==> src/rtl/pcam_pkg.sv <==
package pcam_pkg;
  localparam int PIX_W       = 8;
  localparam int PIX_PER_WRD = 4;
  localparam int WORD_W      = PIX_W * PIX_PER_WRD;
  localparam int PORT_W      = 12;

  typedef logic [PIX_W-1:0]  pix_t;
  typedef logic [WORD_W-1:0] word_t;

  typedef struct packed {
    logic hs_inv;
    logic vs_inv;
    logic pclk_fall;
    logic wait_frame;
  } cap_cfg_t;
endpackage

==> src/rtl/pcam_sync_capture.sv <==
module pcam_sync_capture
  import pcam_pkg::*;
(
  input  logic     clk,
  input  logic     rst_n,
  input  logic     enable,
  input  cap_cfg_t cfg,
  input  logic     pix_clk,
  input  logic     hsync,
  input  logic     vsync,
  input  pix_t     pix,
  input  logic     fifo_full,
  output logic     push,
  output word_t    push_data,
  output logic     eof_req,
  output logic     overflow
);
  localparam int CNT_W = $clog2(PIX_PER_WRD);

  logic             pclk_q, vs_prev, armed, dropping;
  logic [CNT_W-1:0] byte_cnt, cnt_base;
  word_t            word_q, merged;
  logic sample_evt, hs_act, vs_act, frame_start, frame_end;
  logic arm_eff, drop_eff, accept, push_full, push_tail, push_req, ovf_now;

  always_comb begin
    sample_evt  = (pix_clk ^ pclk_q) & (pix_clk ^ cfg.pclk_fall);
    hs_act      = hsync ^ cfg.hs_inv;
    vs_act      = vsync ^ cfg.vs_inv;
    frame_start = sample_evt & vs_act & ~vs_prev;
    frame_end   = sample_evt & ~vs_act & vs_prev;
    arm_eff     = enable & (armed | ~cfg.wait_frame | frame_start);
    drop_eff    = dropping & ~frame_start;
    accept      = sample_evt & arm_eff & hs_act & vs_act & ~drop_eff;
    cnt_base    = frame_start ? '0 : byte_cnt;
    merged      = frame_start ? '0 : word_q;
    if (accept) merged[PIX_W*cnt_base +: PIX_W] = pix;
    push_full   = accept & (cnt_base == CNT_W'(PIX_PER_WRD-1));
    push_tail   = frame_end & arm_eff & (byte_cnt != '0) & ~dropping;
    push_req    = push_full | push_tail;
    ovf_now     = push_req & fifo_full;
    push        = push_req & ~fifo_full;
    push_data   = merged;
  end

  always_ff @(posedge clk) begin
    if (!rst_n) begin
      pclk_q   <= 1'b0;
      vs_prev  <= 1'b1;
      armed    <= 1'b0;
      dropping <= 1'b0;
      overflow <= 1'b0;
      eof_req  <= 1'b0;
      byte_cnt <= '0;
      word_q   <= '0;
    end else begin
      pclk_q  <= pix_clk;
      if (sample_evt) vs_prev <= vs_act;
      armed   <= arm_eff;
      eof_req <= frame_end & arm_eff;
      if (!enable) begin
        byte_cnt <= '0;
        word_q   <= '0;
        dropping <= 1'b0;
        overflow <= 1'b0;
      end else begin
        if (push_req || frame_end || frame_start) begin
          byte_cnt <= (accept && !push_req) ? cnt_base + 1'b1 : '0;
          word_q   <= (accept && !push_req) ? merged : '0;
        end else if (accept) begin
          byte_cnt <= cnt_base + 1'b1;
          word_q   <= merged;
        end
        if (ovf_now) begin
          dropping <= 1'b1;
          overflow <= 1'b1;
        end else if (frame_start) begin
          dropping <= 1'b0;
        end
      end
    end
  end
endmodule

==> src/rtl/pcam_word_fifo.sv <==
module pcam_word_fifo #(
  parameter  int W     = 32,
  parameter  int DEPTH = 8,
  localparam int AW    = (DEPTH > 1) ? $clog2(DEPTH) : 1,
  localparam int LW    = $clog2(DEPTH) + 1
) (
  input  logic          clk,
  input  logic          rst_n,
  input  logic          push,
  input  logic [W-1:0]  din,
  input  logic          pop,
  output logic [W-1:0]  dout,
  output logic          full,
  output logic          not_empty,
  output logic [LW-1:0] level
);
  logic [W-1:0]  mem [DEPTH];
  logic [AW-1:0] wp, rp;

  function automatic logic [AW-1:0] bump(input logic [AW-1:0] p);
    return (p == AW'(DEPTH-1)) ? '0 : p + 1'b1;
  endfunction

  assign full      = (level == LW'(DEPTH));
  assign not_empty = (level != '0);
  assign dout      = mem[rp];

  always_ff @(posedge clk) begin
    if (push) mem[wp] <= din;
  end

  always_ff @(posedge clk) begin
    if (!rst_n) begin
      wp    <= '0;
      rp    <= '0;
      level <= '0;
    end else begin
      if (push) wp <= bump(wp);
      if (pop)  rp <= bump(rp);
      case ({push, pop})
        2'b10:   level <= level + 1'b1;
        2'b01:   level <= level - 1'b1;
        default: level <= level;
      endcase
    end
  end
endmodule

==> src/rtl/pcam_clk_div.sv <==
module pcam_clk_div #(
  parameter int DIV_W = 8
) (
  input  logic             clk,
  input  logic             rst_n,
  input  logic [DIV_W-1:0] div,
  output logic             sclk
);
  logic [DIV_W-1:0] cnt;
  logic             active;

  assign active = (div >= DIV_W'(2));

  always_ff @(posedge clk) begin
    if (!rst_n) begin
      cnt  <= '0;
      sclk <= 1'b0;
    end else begin
      if (!active || cnt >= div - 1'b1) cnt <= '0;
      else                              cnt <= cnt + 1'b1;
      sclk <= active && (cnt < (div >> 1));
    end
  end
endmodule

==> src/rtl/pcam_capture_top.sv <==
module pcam_capture_top
  import pcam_pkg::*;
#(
  parameter  int DEPTH = 8,
  parameter  int DIV_W = 8,
  localparam int LVL_W = $clog2(DEPTH) + 1
) (
  input  logic              clk,
  input  logic              rst_n,
  input  logic              enable,
  input  logic              wait_frame,
  input  logic              hs_inv,
  input  logic              vs_inv,
  input  logic              pclk_fall,
  input  logic [LVL_W-1:0]  thresh,
  input  logic [DIV_W-1:0]  clk_div,
  input  logic              pix_clk,
  input  logic              hsync,
  input  logic              vsync,
  input  logic [PORT_W-1:0] pix_data,
  output logic              out_valid,
  input  logic              out_ready,
  output logic [WORD_W-1:0] out_data,
  output logic              thresh_req,
  output logic              eof_req,
  output logic              overflow,
  output logic              sensor_clk
);
  cap_cfg_t         cfg;
  logic             push, fifo_full;
  word_t            push_data;
  logic [LVL_W-1:0] fifo_level;
  logic             unused_low;

  assign cfg        = '{hs_inv: hs_inv, vs_inv: vs_inv,
                        pclk_fall: pclk_fall, wait_frame: wait_frame};
  assign unused_low = ^pix_data[PORT_W-PIX_W-1:0];

  pcam_sync_capture u_cap (
    .clk(clk), .rst_n(rst_n), .enable(enable), .cfg(cfg),
    .pix_clk(pix_clk), .hsync(hsync), .vsync(vsync),
    .pix(pix_data[PORT_W-1 -: PIX_W]), .fifo_full(fifo_full),
    .push(push), .push_data(push_data),
    .eof_req(eof_req), .overflow(overflow)
  );

  pcam_word_fifo #(.W(WORD_W), .DEPTH(DEPTH)) u_fifo (
    .clk(clk), .rst_n(rst_n), .push(push), .din(push_data),
    .pop(out_valid & out_ready), .dout(out_data), .full(fifo_full),
    .not_empty(out_valid), .level(fifo_level)
  );

  pcam_clk_div #(.DIV_W(DIV_W)) u_div (
    .clk(clk), .rst_n(rst_n), .div(clk_div), .sclk(sensor_clk)
  );

  assign thresh_req = (thresh != '0) && (fifo_level >= thresh);
endmodule

==> config.mk <==
export PLATFORM = sky130hd
export DESIGN_NAME = pcam_capture_top
export DESIGN_NICKNAME = d
export VERILOG_FILES = /design/src/rtl/pcam_pkg.sv /design/src/rtl/pcam_sync_capture.sv /design/src/rtl/pcam_word_fifo.sv /design/src/rtl/pcam_clk_div.sv /design/src/rtl/pcam_capture_top.sv
export SDC_FILE = /design/constraint.sdc
export NUM_CORES = 1
export LEC_CHECK = 0
export BUFFER_PORTS_ARGS = -buffer_cell sky130_fd_sc_hd__buf_2
export CAP_MARGIN = 20
export CORE_ASPECT_RATIO = 1.2
export CORE_MARGIN = 3
export CORE_UTILIZATION = 65
export DETAILED_ROUTE_END_ITERATION = 10
export PLACE_DENSITY = 0.93
export SYNTH_ARGS = -nofsm -noshare
export SYNTH_HDL_FRONTEND = slang
export SYNTH_HIERARCHICAL = 1
export SYNTH_SLANG_ARGS = --single-unit
==> constraint.sdc <==
create_clock -name clk -period 9.6 [get_ports clk]
set_clock_uncertainty 0.15 [all_clocks]
set_input_delay 1.44 -clock clk [delete_from_list [all_inputs] [get_ports clk]]
set_output_delay 1.44 -clock clk [all_outputs]
set_load 0.01 [all_outputs]
==> results of run 1 <==
## layout by cell type (no fill, tap or decap), types with 32 or more instances in the layout
cell / netlist / routed
a21oi_1: 41 / 41
buf_2: 11 / 67
dfxtp_1: 62 / 59
edfxtp_1: 256 / 256
ha_1: 33 / 33
mux2_2: 32 / 32
mux4_1: 40 / 40
nand2_1: 43 / 43
nor2_1: 43 / 37
o21ai_0: 36 / 36
## cell families (layout without fill, tap and decap cells)
group | count (synthesis) | after routing | share of synthesized area
XOR/XNOR | 18 | 18 | 0.0118
flip-flops | 318 | 318 | 0.636
AND/OR/NAND/NOR | 188 | 188 | 0.0754
AO/OA/AOI/OAI | 164 | 164 | 0.0808
multiplexers | 102 | 102 | 0.143
buffers and inverters | 63 | 157 | 0.0232
adder cells (fa/ha/maj) | 33 | 33 | 0.0294
## routing by layer
metal	up-vias	GRT usage
li1	3674	-
met1	4172	0.353
met2	542	0.423
met3	147	0.0505
met4	8	0.112
met5	-	0
## registers in the layout (all words and copies together) (netlist names), 2 cells and up, named ones only
name	cells
u_fifo/wp	3
u_cap/byte_cnt	2
u_div/cnt	8
u_cap/word_q	32
u_fifo/rp	3
u_fifo/mem	256
u_fifo/level	4
## cell type report
| cell class | count | area share |
|---|---|---|
| Inverter | 24 | 0.00577 |
| Multi-Input combinational cell | 505 | 0.310 |
| Sequential cell | 318 | 0.572 |
| Tap cell | 270 | 0.0216 |
| Clock buffer | 33 | 0.0475 |
| Clock inverter | 20 | 0.0115 |
| Timing Repair Buffer | 80 | 0.0314 |
## path summary, 6_finish.rpt
path	startpoint	end	slack (ns)	cells past startpoint
worst min register to register	u_cap/word_q[12]	u_cap/word_q[12]	0.33	2
worst max-delay path	pclk_fall	u_fifo/mem[3][1]	4.98	9
worst min-delay path	u_cap/word_q[12]	u_cap/word_q[12]	0.33	2
worst max register to register	u_cap/vs_prev	u_fifo/mem[3][1]	5.48	11
## worst reg2reg max path, delay by kind of cell, from the launching register on
kind | cells | cell delay (ns)
buffers and inverters | 4 | 1.24
flip-flops | 1 | 0.31
AO/OA/AOI/OAI | 2 | 0.41
AND/OR/NAND/NOR | 4 | 1.49
adder cells (fa/ha/maj) | 1 | 0.18
## through the flow
stage	util	setup slack [ns]	cell area (um2)	total power, mW	std cells
floorplan	-	3.91	14000	1.58	886
global placement	0.691	4.65	14600	1.61	1193
detailed placement	0.695	4.56	14700	1.61	1196
CTS	0.738	4.99	15600	2.72	1249
global route	0.739	4.86	15600	2.79	1250
finish	0.739	4.98	15600	2.71	1250
## power by group through the flow
stage,logic (mW),clock network [mW],registers [mW]
3_3_place_gp,0.0912,0,1.52
3_5_place_dp,0.0958,0,1.52
2_1_floorplan,0.0666,0,1.52
4_1_cts,0.0986,1.13,1.49
6_report,0.101,1.12,1.49
5_1_grt,0.110,1.19,1.49
==> results.md, run 1 <==
- Die width: 140 um
- Max Clock Freq: 217 MHz
- Number of I/O port buffers: 67
- TNS Setup: 0 ns
- Synth Flop Type: edfxtp_1
- Period utilisation layout: 0.481
- Layout area overhead: 11.2%
- Global route overflow: 0
- Synth area leaders: edfxtp_1 55%, dfxtp_1 8.8%, mux4_1 7.5%
- CP arrival: 4.66 ns
- Top Ports: 72
- Internal: 2.15 mW
- Global-route usage over all layers: 0.262
- Sequential area share after synthesis: 0.636
- Largest net degree at the start of global routing: 65
- Num rows: 58
- Root Buffer: clkbuf_16
- Min Tclk post-route: 4.62 ns
- Status: finished clean
- Synthesized Nets: 954
- Sw Ratio: 0.206
- Netlist cell types: 72
- Area of the core: 21100 um2
- DR WL met3: 2970 um
- Synth top cells by count: 256 x edfxtp_1, 62 x dfxtp_1, 43 x nand2_1, 43 x nor2_1, 41 x a21oi_1
- Max Slew Vio Count: 0
- Worst skew pair latency: 0.53 ns
- CTS Hold Buffers Added: 0
- CTS H-tree lvls: 1
- Post-DR vias/cell: 6.83
- Antenna Cells: 0
- Synthesis Warnings: 6
- Power Density: 174 nW/um2
- Post-CTS Resized: 0
- Delay-heaviest family, CP: simple AND/OR/NAND/NOR gates
- CTS tree: yes
- Highest metal used: met5
- Clock buffer depth: 3
- CTS clk-pin slew, worst paths: 0.06 ns
- HPWL Detailed: 17500 um
- Unrepaired setup endpoints after global routing: false
- Worst setup EP type: register
- Headroom to the max-slew limit: 0.294
- CP max stage delay: 0.66 ns
- Fin Hold WS: 0.331 ns
- Post-layout net count: 1026
- Crit Path Max Fanout: 17
- Post-synth EDFFs: 256
- Leak Pwr: 5.35 nW
- Final GP Congestion: 0.888
- Avg Inst Size Synth: 15.8 um2
- # Post-CTS Setup Buffers: 0
- Post-synthesis cell count: 886
- Largest area contributor in the netlist: edfxtp_1
- Area occupied by multi-input gates: 4840 um2
- Via Count: 8543
- Critical-path cell list: buf_2 -> nor3b_2 -> o21a_4 -> and3_1 -> a21oi_1 -> nor2_1 -> nand2_1 -> nor2_4 -> buf_4
- Starting Density: 0.665
- Filler cell count: 1131
- Max-cap violations: 0
- Synth top area share: 0.548
- Final WL: 30700 um
- DRT met1 WL: 11300 um
- Flop pwr share: 0.550
- Post-Syn Area: 14000 um2
- CTS Buf Count: 29
- Drt first pass iters: 6
- VDD IR-drop max: 0.124 mV
- Endpoints failing hold: 0
- Worst path slowest cell: nor2_4
- Worst-Margin Slew: 1.06 ns
- Register area: 8930 um2
- Die span in y: 167 um
- Drt drc: 0
- Async SR Flop Fraction: 0
- Overall die area: 23400 um2
- Vias in the first global route: 8738
- Num Clock Sinks: 318
- Drt wl/cell: 24.6 um
- Net Switching: 0.557 mW
- Critical Setup Path Class: in2reg
- Final setup fails: 0
- CP startpoint kind: input pin
- Routed Antenna Nets: 0
- DR iter-0 viols: 1133
- Top-count cell post-synth: edfxtp_1
- Ratio of cells with drive above 1 in the final layout: 0.233
- Initial antenna violation count: 4
- Share of power burned in the clock network: 0.413
- DR WL met2: 14900 um
- Logic pwr share: 0.037
- Number of synthesized register bits: 318
- Critical path data required time: 9.64 ns
- Buffers and inverters on the worst path: 2
- First-pass GRT wire length: 48400 um
- Worst hold-check path type: reg2reg
Note: power is estimated with default switching activity, not from simulation.
==> run 2: changes to the inputs <==
--- a/config.mk
+++ b/config.mk
@@ -9,9 +9,9 @@
 export CAP_MARGIN = 20
 export CORE_ASPECT_RATIO = 1.2
 export CORE_MARGIN = 3
-export CORE_UTILIZATION = 65
+export CORE_UTILIZATION = 61
 export DETAILED_ROUTE_END_ITERATION = 10
-export PLACE_DENSITY = 0.93
+export PLACE_DENSITY = 0.88
 export SYNTH_ARGS = -nofsm -noshare
 export SYNTH_HDL_FRONTEND = slang
 export SYNTH_HIERARCHICAL = 1
==> constraint.sdc (replaced) <==
create_clock -name clk -period 4.82 [get_ports clk]
set_clock_uncertainty 0.15 [all_clocks]
set_input_delay 0.723 -clock clk [delete_from_list [all_inputs] [get_ports clk]]
set_output_delay 0.723 -clock clk [all_outputs]
set_load 0.01 [all_outputs]
==> run 2 against run 1 <==
Against the previous run: worst setup slack worse by 4.2 ns; sequential share of layout area hardly changed; clock-buffer cell count is 5 higher; design area hardly changed; first-iteration DRC count is 34% lower; register-to-register slack worse by 4.7 ns; global-route usage is 2.0 points lower; die area is 6.3% higher; critical path type is now reg2reg; critical endpoint is now u_fifo/level[2]; highest routed layer unchanged.
==> results.md, run 2 (same netlist as run 1, synthesis figures left out) <==
- Status: finished clean
- Post-DR vias/cell: 6.60 (-3.5%)
- Top Ports: 72 (unchanged)
- Biggest regs: u_fifo/mem x256, u_cap/word_q x32, u_div/cnt x8
- Starting Density: 0.623 (-0.0414)
- Reg2Reg Depth: 16 (+5)
- Final GP Congestion: 0.913 (+2.7%)
- Pre-CTS WS: 0.598 ns (-3.96 ns)
- Crit Path Max Fanout: 29 (+12)
- First-pass GRT wire length: 46400 um (-4.2%)
- Layout area overhead: 11.2% (about the same)
- Unrepaired setup endpoints after global routing: false
- Internal: 4.28 mW (+99%)
- CP arrival: 4.32 ns (-0.34 ns)
- Setup crit start: u_cap/vs_prev
- Drt first pass iters: 5 (-1)
- Reg with most FFs: u_fifo/mem
- Num Clock Sinks: 318 (unchanged)
- # Post-CTS Setup Buffers: 0 (unchanged)
- Commonest non-fill, non-tap cell in the layout: edfxtp_1
- Max Slew Vio Count: 0 (unchanged)
- HPWL Detailed: 17000 um (-2.5%)
- Fin Hold WS: 0.319 ns (-0.0111 ns)
- Area of the core: 22500 um2 (+6.6%)
- Placed instance count: 1206 (+0.84%)
- Placed Area: 14700 um2 (+0.16%)
- Min Tclk post-route: 4.02 ns
- Global route overflow: 0 (unchanged)
- Leak Pwr: 5.30 nW (-0.91%)
- CP max stage delay: 0.45 ns (-0.21 ns)
- Worst hold-check path type: in2reg
- Hold Crit Start: pix_clk
- Drt drc: 0 (unchanged)
- Buffers and inverters on the worst path: 4 (+2)
- Via Count: 8301 (-2.8%)
- Most frequent cells in the layout: 256 x edfxtp_1, 67 x buf_2, 59 x dfxtp_1, 43 x nand2_1, 41 x a21oi_1
- Die width: 144 um (+3.1%)
- Vias in the first global route: 8570 (-1.9%)
- Worst skew pair latency: 0.53 ns (about the same)
- Global-route usage over all layers: 0.242 (-0.0200)
- Worst-Margin Slew: 1.05 ns (-0.00243 ns)
- Endpoints failing hold: 0 (unchanged)
- Fin worst setup slack: 0.804 ns (-4.18 ns)
- Critical Setup Path Class: reg2reg
- Initial antenna violation count: 2 (-2)
- Worst path slowest cell: inv_1
- Ratio of cells with drive above 1 in the final layout: 0.230 (-0.00259)
- CTS tree: yes
- Final setup fails: 0 (unchanged)
- Logic pwr share: 0.037 (about the same)
- Delay-heaviest family, CP: buffers and inverters
- Post-CTS Resized: 0 (unchanged)
- CP startpoint kind: register
- Final Power: 5.35 mW (+98%)
- Net Switching: 1.08 mW (+94%)
- Overall die area: 24900 um2 (+6.3%)
- Max reg flops: 256 (unchanged)
- WP depth: 16 (+7)
- Worst setup EP type: register
- Finished Cell Area: 15600 um2 (about the same)
- Routed Antenna Nets: 0 (unchanged)
- VDD IR-drop max: 0.263 mV (+110%)
- Share of power burned in the clock network: 0.409 (-0.004)
- Hold path cells: 2 (unchanged)
- TNS Setup: 0 ns (unchanged)
- Drt wl/cell: 23.2 um (-5.7%)
- Core Util, Final: 0.693 (-0.0462)
- Period utilisation layout: 0.833
- Post-layout net count: 1025 (-0.097%)
- Sw Ratio: 0.202 (-0.00415)
- Power Density: 343 nW/um2 (+98%)
- Headroom to the max-slew limit: 0.296 (+0.00162)
- Final WL: 29100 um (-5.1%)
- Max-cap violations: 0 (unchanged)
- Number of I/O port buffers: 67 (unchanged)
- CTS H-tree lvls: 1 (unchanged)
- Max Clock Freq: 249 MHz
- DR iter-0 viols: 746 (-34%)
- Critical path data required time: 5.12 ns (-4.52 ns)
- Critical-path cell list: buf_4 -> inv_1 -> o211ai_1 -> nand2_1 -> inv_1 -> ha_1 -> a21oi_1 -> nor2_1 -> inv_1 -> ha_1 -> xor2_1 -> ha_1 -> a21oi_1 -> xor2_1 -> or3_1 -> a21boi_0
- CTS clk-pin slew, worst paths: 0.07 ns (about the same)
- CTS Buf Count: 28 (-3.4%)
- Post-route insts no fill: 1258 (+0.64%)
- Largest net degree at the start of global routing: 44 (-32%)
- CTS Hold Buffers Added: 0 (unchanged)
- Clock buffer depth: 3 (unchanged)
- Die span in y: 172 um (+3.1%)
- Flop pwr share: 0.554 (+0.004)
- Root Buffer: clkbuf_16
- RR Startpoint: u_cap/vs_prev
- Num rows: 60 (+3.4%)
-- run 2: final timing paths --
kind	endpoint	slack [ns]
worst max-delay path	u_fifo/level[2]	0.80
worst max register to register	u_fifo/level[2]	0.80
worst min register to register	u_cap/word_q[9]	0.33
worst min-delay path	u_cap/pclk_q	0.32
-- run 2: worst reg2reg max path: cells and delay by family (launching register included) --
family	cells	cell delay [ns]
adders and majority gates	3	0.67
AOI/OAI and AO/OA	4	0.80
xor gates and xnor gates	2	0.33
DFF	1	0.30
buffers and inverters	4	0.97
and+or+nand+nor	3	0.73
-- run 2: cell type report --
cell class	count	area, um2
Antenna cell	1	2.50
Clock buffer	38	790
Clock inverter	13	121
Fill cell	1419	6910
Inverter	24	90.1
Multi-Input combinational cell	505	4850
Sequential cell	318	8930
Tap cell	279	349
Timing Repair Buffer	80	470
-- run 2: power groups by stage --
stage / Clock, mW / Sequential, mW / Combinational (mW)
after global placement: 0 / 3.02 / 0.183
after floorplan: 0 / 3.02 / 0.133
after global routing: 2.33 / 2.96 / 0.219
after detailed placement: 0 / 3.02 / 0.193
after CTS: 2.22 / 2.96 / 0.197
final: 2.19 / 2.96 / 0.200
-- run 2: routing by layer --
layer	part of all wire	wire length, um	GRT usage	up-vias
met2	0.51	14900	0.412	350
met4	0.032	933	0.0840	2
met5	0.00045	13	0	-
li1	-	-	-	3662
met1	0.39	11300	0.318	4206
met3	0.071	2080	0.0415	81
==> run 3: changes to the inputs <==
==> constraint.sdc (replaced) <==
create_clock -name clk -period 3.7 [get_ports clk]
set_clock_uncertainty 0.15 [all_clocks]
set_input_delay 0.555 -clock clk [delete_from_list [all_inputs] [get_ports clk]]
set_output_delay 0.555 -clock clk [all_outputs]
set_load 0.01 [all_outputs]
==> run 3 against run 2 <==
Against the previous run: global-route usage is 0.38 points higher; clock-buffer cell count is 3 higher; sequential share of layout area is 1.3 points lower; sequential power is 31% higher; first-iteration DRC count is 30% higher; register-to-register slack worse by 0.64 ns; highest routed layer is now met4.
==> results.md, run 3 (same netlist as run 1, synthesis figures left out) <==
- Setup crit start: u_cap/pclk_q
- DR iter-0 viols: 971 (+30%)
- Num rows: 60 (unchanged)
- Commonest non-fill, non-tap cell in the layout: edfxtp_1
- Overall die area: 24900 um2 (unchanged)
- Worst hold-check path type: in2reg
- Period utilisation layout: 0.956 (+0.123)
- Starting Density: 0.623 (unchanged)
- Endpoints failing hold: 0 (unchanged)
- Post-route insts no fill: 1296 (+3.0%)
- Final GP Congestion: 0.875 (-4.2%)
- Reg with most FFs: u_fifo/mem
- First-pass GRT wire length: 47200 um (+1.8%)
- Max Slew Vio Count: 0 (unchanged)
- CTS Buf Count: 30 (+7.1%)
- CTS Hold Buffers Added: 0 (unchanged)
- Max Clock Freq: 283 MHz (+14%)
- Final Power: 7.04 mW (+32%)
- Buffers and inverters on the worst path: 1 (-3)
- CP arrival: 3.53 ns (-0.79 ns)
- Clock buffer depth: 3 (unchanged)
- Worst setup EP type: register
- CP startpoint kind: register
- Largest net degree at the start of global routing: 65 (+48%)
- Reg2reg setup slack: 0.16 ns (-0.64 ns)
- Fin Hold WS: 0.125 ns (-0.195 ns)
- Drt drc: 0 (unchanged)
- R2R Path End: u_fifo/mem[6][29]
- Status: finished clean
- Critical Setup Path Class: reg2reg
- Worst skew pair latency: 0.54 ns (about the same)
- Unrepaired setup endpoints after global routing: false
- CTS H-tree lvls: 1 (unchanged)
- Area of the core: 22500 um2 (unchanged)
- Post-layout net count: 1060 (+3.4%)
- Headroom to the max-slew limit: 0.214 (-0.0817)
- Crit Path Max Fanout: 13 (-55%)
- Reg2Reg Depth: 9 (-7)
- CTS clk-pin slew, worst paths: 0.06 ns (about the same)
- Finished Cell Area: 16000 um2 (+2.3%)
- Die span in y: 172 um (unchanged)
- Hold path cells: 2 (unchanged)
- Worst path slowest cell: nor2_2
- Core Util, Final: 0.709 (+0.0158)
- Max reg flops: 256 (unchanged)
- Final setup fails: 0 (unchanged)
- Die width: 144 um (unchanged)
- Critical path data required time: 3.69 ns (-1.43 ns)
- Initial antenna violation count: 0 (-2)
- WHS Endpoint: u_cap/pclk_q
- VDD IR-drop max: 0.352 mV (+34%)
- Num Clock Sinks: 318 (unchanged)
- # Post-CTS Setup Buffers: 0 (unchanged)
- Ratio of cells with drive above 1 in the final layout: 0.256 (+0.0258)
- Number of I/O port buffers: 67 (unchanged)
- RR Startpoint: u_cap/pclk_q
- Delay-heaviest family, CP: simple AND/OR/NAND/NOR gates
- Leak Pwr: 5.38 nW (+1.4%)
- Placed instance count: 1237 (+2.6%)
- HPWL Detailed: 17300 um (+1.4%)
- Drt first pass iters: 5 (unchanged)
- Final WL: 30600 um (+4.9%)
- CP max stage delay: 1.02 ns (+0.57 ns)
- Fin worst setup slack: 0.162 ns (-0.642 ns)
- CTS tree: yes
- Power Density: 441 nW/um2 (+29%)
- Max-cap violations: 0 (unchanged)
- Biggest regs: u_fifo/mem x256, u_cap/word_q x32, u_div/cnt x8
- Layout area overhead: 13.7%
- Worst-Margin Slew: 1.18 ns (+0.125 ns)
- Placed Area: 15000 um2 (+2.0%)
- Drt wl/cell: 23.6 um (+1.9%)
- Hold Crit Start: pix_clk
- WP depth: 9 (-7)
- Critical-path cell list: and3b_2 -> o211ai_1 -> nand2_1 -> inv_1 -> ha_1 -> a21oi_1 -> nor2_1 -> nand2b_1 -> nor2_2
- Vias in the first global route: 8647 (+0.90%)
- Global-route usage over all layers: 0.246 (+0.00376)
- Via Count: 8520 (+2.6%)
- TNS Setup: 0 ns (unchanged)
- Most frequent cells in the layout: 256 x edfxtp_1, 67 x buf_2, 59 x dfxtp_1, 43 x nand2_1, 41 x a21oi_1
- Pre-CTS WS: -0.167 ns (-0.766 ns)
- Post-DR vias/cell: 6.57 (-0.37%)
- Min Tclk post-route: 3.54 ns (-0.478 ns)
- Post-CTS Resized: 0 (unchanged)
- Root Buffer: clkbuf_16
- Top Ports: 72 (unchanged)
- Global route overflow: 0 (unchanged)
- Routed Antenna Nets: 0 (unchanged)
[run 3: how the worst max path moves through the flow]
| stage | to |
|---|---|
| finish | u_fifo/mem[6][29] |
| global route | u_fifo/mem[6][31] |
| CTS | u_fifo/mem[2][0] |
| detailed placement | u_fifo/mem[2][0] |
| global placement | u_fifo/mem[2][15] |
| floorplan | u_fifo/mem[7][0] |
[run 3: power by group]
part	switching [mW]	leakage [nW]	total, mW	internal (mW)
combinational	0.176	2.11	0.276	0.0996
sequential	0.0172	2.80	3.87	3.85
clock	1.24	0.463	2.90	1.66
[run 3: worst reg2reg max path, stage by stage, from the launching register on]
cell and delay, ns:
dfxtp_1 0.36, and3b_2 0.24, o211ai_1 0.34, nand2_1 0.14, inv_1 0.11, ha_1 0.18
a21oi_1 0.11, nor2_1 0.18, nand2b_1 0.32, nor2_2 1.02
[run 3: final cells by class]
class | count | area, um2
Timing Repair Buffer | 112 | 786
Inverter | 24 | 90.1
Clock buffer | 41 | 843
Multi-Input combinational cell | 506 | 4860
Sequential cell | 318 | 8930
Fill cell | 1353 | 6560
Clock inverter | 15 | 103
Tap cell | 279 | 349
Antenna cell | 1 | 2.50
[run 3: layer usage]
layer | wire length [um] | vias to the layer above | track usage
met5 | 0 | - | 0
met4 | 1080 | 0 | 0.0828
met3 | 2480 | 95 | 0.0354
met2 | 15500 | 469 | 0.421
met1 | 11500 | 4207 | 0.326
li1 | - | 3749 | -
